### config.mk
export PLATFORM = sky130hd
export DESIGN_NAME = cabuf_ca_register
export DESIGN_NICKNAME = d
export VERILOG_FILES = /design/src/rtl/cabuf_pkg.sv /design/src/rtl/cabuf_gate_ctl.sv /design/src/rtl/cabuf_reg_bank.sv /design/src/rtl/cabuf_fanout.sv /design/src/rtl/cabuf_ca_register.sv
export SDC_FILE = /design/constraint.sdc
export NUM_CORES = 1
export LEC_CHECK = 0
export CAP_MARGIN = 10
export CORE_ASPECT_RATIO = 0.9
export CORE_MARGIN = 5
export CORE_UTILIZATION = 35
export DETAILED_ROUTE_END_ITERATION = 16
export DONT_BUFFER_PORTS = 1
export SETUP_SLACK_MARGIN = 0.15
export SYNTH_ARGS = -nofsm -noshare
export SYNTH_HDL_FRONTEND = slang
export SYNTH_SLANG_ARGS = --single-unit
### constraint.sdc
create_clock -name clk -period 1.6 [get_ports clk]
set_input_delay 0.32 -clock clk [delete_from_list [all_inputs] [get_ports clk]]
set_output_delay 0.32 -clock clk [all_outputs]
set_load 0.05 [all_outputs]
### src/rtl/cabuf_pkg.sv
package cabuf_pkg;

    localparam int DAT_W  = 22;
    localparam int CS_W   = 2;
    localparam int CKE_W  = 2;
    localparam int ODT_W  = 2;
    localparam int COPIES = 2;
    localparam int CTL_W  = CS_W + CKE_W + ODT_W;

    typedef struct packed {
        logic [CS_W-1:0]  cs_n;
        logic [CKE_W-1:0] cke;
        logic [ODT_W-1:0] odt;
    } ctl_word_t;

    typedef enum logic [1:0] {
        CAP_EVERY_EDGE = 2'd0,
        CAP_SELECTED   = 2'd1,
        CAP_BLOCKED    = 2'd2
    } cap_mode_t;

    // Capture policy for the gated data word.
    function automatic cap_mode_t data_cap_mode(input logic gate_en,
                                                input logic [CS_W-1:0] cs_n);
        if (!gate_en)
            return CAP_EVERY_EDGE;
        else if (&cs_n)
            return CAP_BLOCKED;
        else
            return CAP_SELECTED;
    endfunction

endpackage

### src/rtl/cabuf_gate_ctl.sv
module cabuf_gate_ctl
    import cabuf_pkg::*;
#(
    parameter int SEL_W = CS_W
) (
    input  logic             gate_en,
    input  logic [SEL_W-1:0] cs_n,
    output cap_mode_t        mode,
    output logic             load
);

    always_comb begin
        mode = data_cap_mode(gate_en, cs_n);
        load = (mode != CAP_BLOCKED);
    end

endmodule

### src/rtl/cabuf_reg_bank.sv
module cabuf_reg_bank #(
    parameter int W = 8
) (
    input  logic         clk,
    input  logic         rst_n,
    input  logic         load,
    input  logic [W-1:0] d,
    output logic [W-1:0] q
);

    always_ff @(posedge clk or negedge rst_n) begin
        if (!rst_n)
            q <= '0;
        else if (load)
            q <= d;
    end

    AST_BANK_LOAD: assert property (@(posedge clk) disable iff (!rst_n)
        load |=> (q == $past(d)));
    AST_BANK_HOLD: assert property (@(posedge clk) disable iff (!rst_n)
        !load |=> $stable(q));

endmodule

### src/rtl/cabuf_fanout.sv
module cabuf_fanout #(
    parameter int W = 8,
    parameter int N = 2
) (
    input  logic                 [W-1:0] src,
    output logic [N-1:0]         [W-1:0] dst
);

    for (genvar k = 0; k < N; k++) begin : g_copy
        assign dst[k] = src;
    end

endmodule

### src/rtl/cabuf_ca_register.sv
module cabuf_ca_register
    import cabuf_pkg::*;
(
    input  logic             clk,
    input  logic             rst_n,
    input  logic             gate_en,
    input  logic [CS_W-1:0]  cs_n_in,
    input  logic [DAT_W-1:0] dat_in,
    input  logic [CKE_W-1:0] cke_in,
    input  logic [ODT_W-1:0] odt_in,
    output logic [DAT_W-1:0] dat_a,
    output logic [DAT_W-1:0] dat_b,
    output logic [CS_W-1:0]  cs_n_a,
    output logic [CS_W-1:0]  cs_n_b,
    output logic [CKE_W-1:0] cke_a,
    output logic [CKE_W-1:0] cke_b,
    output logic [ODT_W-1:0] odt_a,
    output logic [ODT_W-1:0] odt_b
);

    cap_mode_t  mode;
    logic       dat_load;
    logic [DAT_W-1:0] dat_q;
    ctl_word_t  ctl_d, ctl_q;
    logic [COPIES-1:0][DAT_W-1:0] dat_fan;
    logic [COPIES-1:0][CTL_W-1:0] ctl_fan;
    ctl_word_t  ctl_a, ctl_b;

    cabuf_gate_ctl #(.SEL_W(CS_W)) u_gate (
        .gate_en (gate_en),
        .cs_n    (cs_n_in),
        .mode    (mode),
        .load    (dat_load)
    );

    cabuf_reg_bank #(.W(DAT_W)) u_dat_bank (
        .clk   (clk),
        .rst_n (rst_n),
        .load  (dat_load),
        .d     (dat_in),
        .q     (dat_q)
    );

    assign ctl_d = '{cs_n: cs_n_in, cke: cke_in, odt: odt_in};

    cabuf_reg_bank #(.W(CTL_W)) u_ctl_bank (
        .clk   (clk),
        .rst_n (rst_n),
        .load  (1'b1),
        .d     (ctl_d),
        .q     (ctl_q)
    );

    cabuf_fanout #(.W(DAT_W), .N(COPIES)) u_dat_fan (
        .src (dat_q),
        .dst (dat_fan)
    );

    cabuf_fanout #(.W(CTL_W), .N(COPIES)) u_ctl_fan (
        .src (ctl_q),
        .dst (ctl_fan)
    );

    assign ctl_a  = ctl_word_t'(ctl_fan[0]);
    assign ctl_b  = ctl_word_t'(ctl_fan[1]);
    assign dat_a  = dat_fan[0];
    assign dat_b  = dat_fan[1];
    assign cs_n_a = ctl_a.cs_n;
    assign cs_n_b = ctl_b.cs_n;
    assign cke_a  = ctl_a.cke;
    assign cke_b  = ctl_b.cke;
    assign odt_a  = ctl_a.odt;
    assign odt_b  = ctl_b.odt;

    AST_RESET_CLEAR: assert property (@(posedge clk)
        !rst_n |-> (dat_a == '0 && cs_n_a == '0 && cke_a == '0 && odt_a == '0));
    AST_OPEN_MODE: assert property (@(posedge clk) disable iff (!rst_n)
        !gate_en |=> (dat_a == $past(dat_in)));
    AST_BLOCKED_HOLD: assert property (@(posedge clk) disable iff (!rst_n)
        (gate_en && (&cs_n_in)) |=> $stable(dat_b));
    AST_CTRL_FOLLOW: assert property (@(posedge clk) disable iff (!rst_n)
        1'b1 |=> (cke_b == $past(cke_in) && odt_b == $past(odt_in)));
    AST_CS_FOLLOW: assert property (@(posedge clk) disable iff (!rst_n)
        1'b1 |=> (cs_n_b == $past(cs_n_in)));

endmodule

[After elaboration in Yosys (flattened, before gate mapping)]
Index checks and enable logic that the tools add are counted.
Cells by class
  shift operators: 0
  muxes and demuxes: 2
  add/subtract/negate cells: 0
  $mul: 0
  eq/ne operators: 1
  $lt $le $gt $ge: 0
  bitwise gates (word level): 0
  reduce and logical (&&, ||, !) cells: 1
  div/mod/pow operators: 0
Operators with widths (count)
  2-bit two-way mux: 2
  2-bit inequality test (second input constant): 1
  2-bit AND reduction: 1
Storage, ports and cells
  output and inout bits: 56
  latch bits: 0
  logic and storage cells: 6
  bits of input ports: 31
  memories kept: 0
  bits in registers: 28
  bits in writable memories: 0
  ROM bits: 0

[Longest topological paths before layout]
  depth after elaboration: 4
  depth in mapped cells: 3
  mapped depth without buffers: 2

[Hierarchy]
From an unflattened synthesis, not the netlist that was laid out.
Unflattened totals
  cell total of the unflattened synthesis: 119
  area total of the unflattened synthesis: 1519.0 um^2
Modules (own cells, without submodules)
  cabuf_reg_bank at u_dat_bank: times used 1, seq. area each 550.5 um^2, cells each 46, area an instance 820.8 um^2
  cabuf_fanout at u_dat_fan: times used 1, seq. area each 0.0 um^2, cells each 44, area an instance 330.3 um^2
  cabuf_reg_bank at u_ctl_bank: times used 1, seq. area each 150.1 um^2, cells each 13, area an instance 251.5 um^2
  cabuf_fanout at u_ctl_fan: times used 1, seq. area each 0.0 um^2, cells each 12, area an instance 90.1 um^2
  cabuf_gate_ctl: times used 1, seq. area each 0.0 um^2, cells each 3, area an instance 22.5 um^2
  cabuf_ca_register: times used 1, seq. area each 0.0 um^2, cells each 1, area an instance 3.8 um^2

[Worst setup path after synthesis]
Ideal clock, no wire load.
  path type: reg-to-output
  from: reg u_dat_bank.q[0]
  to: out dat_b[0]
  arrival time: 904 ps
  buffers on the path: 1
  stages on the path, launching flop included: 2
  required time: 1280 ps
  setup slack: 376 ps
  cells stage by stage: dfrtp_1 > buf_4
RTL lines
  start, declared: line cabuf_reg_bank.sv:8  | output logic [W-1:0] q
  start signal, assigned: line cabuf_reg_bank.sv:13  | q <= '0;
  start signal, assigned: line cabuf_reg_bank.sv:15  | q <= d;
  end, declared: line cabuf_ca_register.sv:12  | output logic [DAT_W-1:0] dat_b,
No word-level cell between the ends.

[Worst setup path in the final report]
  from: reg u_ctl_bank.q[4]
  to: out cs_n_a[0]
RTL lines
  start, declared: line cabuf_reg_bank.sv:8
  start signal, assigned: line cabuf_reg_bank.sv:13
  start signal, assigned: line cabuf_reg_bank.sv:15
  end, declared: line cabuf_ca_register.sv:13  | output logic [CS_W-1:0] cs_n_a,
No word-level cell between the ends.

==> run summary <==
The min-delay analysis places its worst path in the category in2reg. From left edge to right edge, the die measures approximately 73 um. The total placed instance area is approximately 1600 um2. The worst setup path is of the reg2out kind. The routed layout has 592 vias.

The cell count after synthesis is 81. CTS placed an instance of sky130_fd_sc_hd__clkbuf_8 at the clock tree root. The global routing usage summed across all routing layers came out at 10.4%. The final net count is 120.

The number of placement rows came out at 20. The number of buffers added by the clock tree synthesis step came out at 3. The met3 routing resource usage after global routing is 4.37%. After synthesis, the cell types taking the most area are sky130_fd_sc_hd__dfrtp_1 55%, sky130_fd_sc_hd__mux2_4 24%, sky130_fd_sc_hd__buf_4 17%. Across the run, the number of max-cap violations was 0. Registers take between 700 and 800 um2. The final design instance area without fill came out at ~1700 um2.

The number of antenna diodes in the final layout is 0. For this run, global-route usage on met1 was measured as 10.9%. The worst register-to-register path ends at u_dat_bank.q[11].

In this run, the number of DRC markers left after iteration 0 of detailed routing was 21. The critical path goes through buf_4. The detailed-router iteration count before antenna repair came out at 3. The number of nets in the synthesized netlist came out at 112. The synthesized design spends more area on one cell type than any other, namely sky130_fd_sc_hd__dfrtp_1. TritonCTS built the clock tree. Once the floorplan was initialized, standard cells occupied 36.9% of the core.

The maximum clock path buffer count is 2. The count of final setup violators is 0. On the critical path the largest part of the delay comes from flip-flops. The reported leakage power is 0.816 nW. The accumulated negative setup slack is 0 ps. Summing every instance area after synthesis gives 1270 um2. The clock period could shrink to 1230 ps. The buffers plus inverters on the worst setup path came out at 1. The final count of pins violating max slew came to 0. The initial antenna violation count came out at 0.

STA classifies the critical path startpoint as a flop. met2 is the most crowded layer. The clock reaches the later pin of the worst-skew pair after roughly 270 ps. Summed over its instances, the top area cell type makes up 55.3% of the synthesized netlist area. The average size of a mapped cell came out at 15.6 um2. The met2 demand-to-capacity share in global routing came out at 18.6%. The number of global-route vias before repair is 713. The last weighted congestion value of the routability-driven placer is 0.635. The die height is roughly 67 um. The post-CTS clock slew at the launch and capture registers of the worst setup and hold paths came out at 90 ps. The number of cells on the worst reg-to-reg path is 2. IR analysis of the VDD net gives a maximum drop of around 650 uV. The filler-free cell count of the finished design is 132. Overall power consumption after layout is estimated at 2.00 mW.

The pin count of the biggest net entering global routing is 29. The fraction of the core area covered by cells at the end of the flow is around 49%. Final hold analysis gives a worst-case slack of between 60 and 70 ps. The wire length of the first global-routing pass is 3800 um. At the placement stage, the worst setup path has a slack of approximately 410 ps. The area of the multi-input gates is 333 um2.

The number of setup buffers added after CTS is 0. The share of final-layout standard cells stronger than drive strength 1 came out at 67.0%. Along the worst path, the maximum fanout reaches 2. The H-tree depth is 1. The number of hold violations in the final report was 0.

The normalized max-slew margin came out at 81.3%. The cell count along the critical path is 1. The worst setup slack after layout is 367 ps. The average via count per standard cell came out at 4.48. The synthesized design contains 0 enable-type register cells. The final setup skew is 0 ps. The critical path starts at u_ctl_bank.q[4]. The core region area is 3430 um2. The post-route DRC violation count came out at 0.

For the pin with the worst max-slew slack, the measured transition is 283 ps. The prevailing post-synth register cell is sky130_fd_sc_hd__dfrtp_1. The area of the die came out at 4920 um2. The kind of end point of the critical path is an output pin. At the worst endpoint, the required time is 1280 ps. The worst setup slack for register-to-register paths came out at 630 ps.

The clock sink total came out at 28. The maximum achievable frequency came out at 811 MHz. The count of state elements after synthesis is 28. The detailed-route wire length is 2460 um. Counting tap cells, the placed design contains a total of approximately 130 instances. The count of boundary I/O pins is 87. The mean routed wirelength per cell came out at 18.6 um.

The worst register-to-register path begins at u_dat_bank.q[11]. The HPWL after detailed placement is 1910 um. For this design, the slowest cell found on the critical path is sky130_fd_sc_hd__dfrtp_1. The fraction of registers with async set/reset came out at between 90% and 100%. The flow ran to the end, and the final reports show no timing, DRC or antenna violations. The post-route antenna net violation count came out at 0. In this run the tool buffered the top-level ports with 0 buffer cells.

The worst path arrival time is between 900 and 1000 ps. Setup repair after global routing left no endpoint under its margin. The register area share after synthesis came out at 55.3%. For this run, the slowest stage of the critical path takes 350 ps. The total congestion overflow after global routing is 0. The area growth from synthesis to layout is 33.1%. By count the netlist is led by 28 x sky130_fd_sc_hd__buf_4, 28 x sky130_fd_sc_hd__dfrtp_1, 20 x sky130_fd_sc_hd__mux2_4, 2 x sky130_fd_sc_hd__buf_6, 2 x sky130_fd_sc_hd__mux2_2. The number of distinct standard cells referenced by the synthesized netlist came out at 6. After filler insertion, the fill cell instance count of the layout stands at 283. The number of warning messages in the yosys log came out at 0. The termination of the worst setup path is cs_n_a[0]. Of the available clock period, the critical path in the final layout requires 77.0%. The total power density per cell area came out at 1190 nW/um2.
-- routing by layer --
metal  up-vias  wire, um
met5         -         0
met4         0        25
met3         2       197
met2        31      1330
met1       308       904
li1        251         -
-- worst min-delay path by stage --
| stage | from | end | cells after the start |
|---|---|---|---|
| after floorplan | rst_n | u_ctl_bank.q[0] | 0 |
| after global placement | rst_n | u_ctl_bank.q[4] | 0 |
| after detailed placement | rst_n | u_dat_bank.q[17] | 0 |
| after CTS | cke_in[0] | u_ctl_bank.q[2] | 0 |
| after global routing | odt_in[0] | u_ctl_bank.q[0] | 0 |
| final | cke_in[1] | u_ctl_bank.q[3] | 0 |
-- state kept, by name, indices dropped and copies added (netlist names) --
name / count
u_ctl_bank.q: 6
u_dat_bank.q: 22
-- layout by cell type, fill, tap and decap left out, drive strengths merged --
| cell | count |
|---|---|
| buf | 32 |
| bufinv | 1 |
| clkbuf | 3 |
| dfrtp | 28 |
| dlygate4sd3 | 1 |
| mux2 | 22 |
| nand3 | 1 |
-- power breakdown --
part / internal (mW) / total [mW] / switching, mW / leakage, nW
clock network: 0.335 / 0.545 / 0.210 / 0.0357
logic: 0.230 / 0.664 / 0.433 / 0.454
registers: 0.755 / 0.792 / 0.0370 / 0.326
total: 1.32 / 2.00 / 0.680 / 0.816
-- timing repair --
| action | 4_1_cts | 5_1_grt |
|---|---|---|
| gates resized for setup | 0 | 0 |
| hold endpoints to repair | 28 | 0 |
| hold buffers | 2 | 0 |
-- kinds of logic (layout without fill, tap and decap cells) --
family / Yosys count / in the layout / synth area share (%)
flip-flops: 28 / 28 / 55.3
buffers and inverters: 30 / 37 / 18.4
multiplexers: 22 / 22 / 25.5
AND/OR/NAND/NOR: 1 / 1 / 0.791
-- final cells by class --
type | count | area share [%]
Multi-Input combinational cell | 23 | 19.7
Timing Repair Buffer | 33 | 31.2
Sequential cell | 28 | 41.6
Clock buffer | 3 | 2.45
Tap cell | 44 | 3.27
Clock inverter | 1 | 1.78
Note: power is estimated with default switching activity, not from simulation.
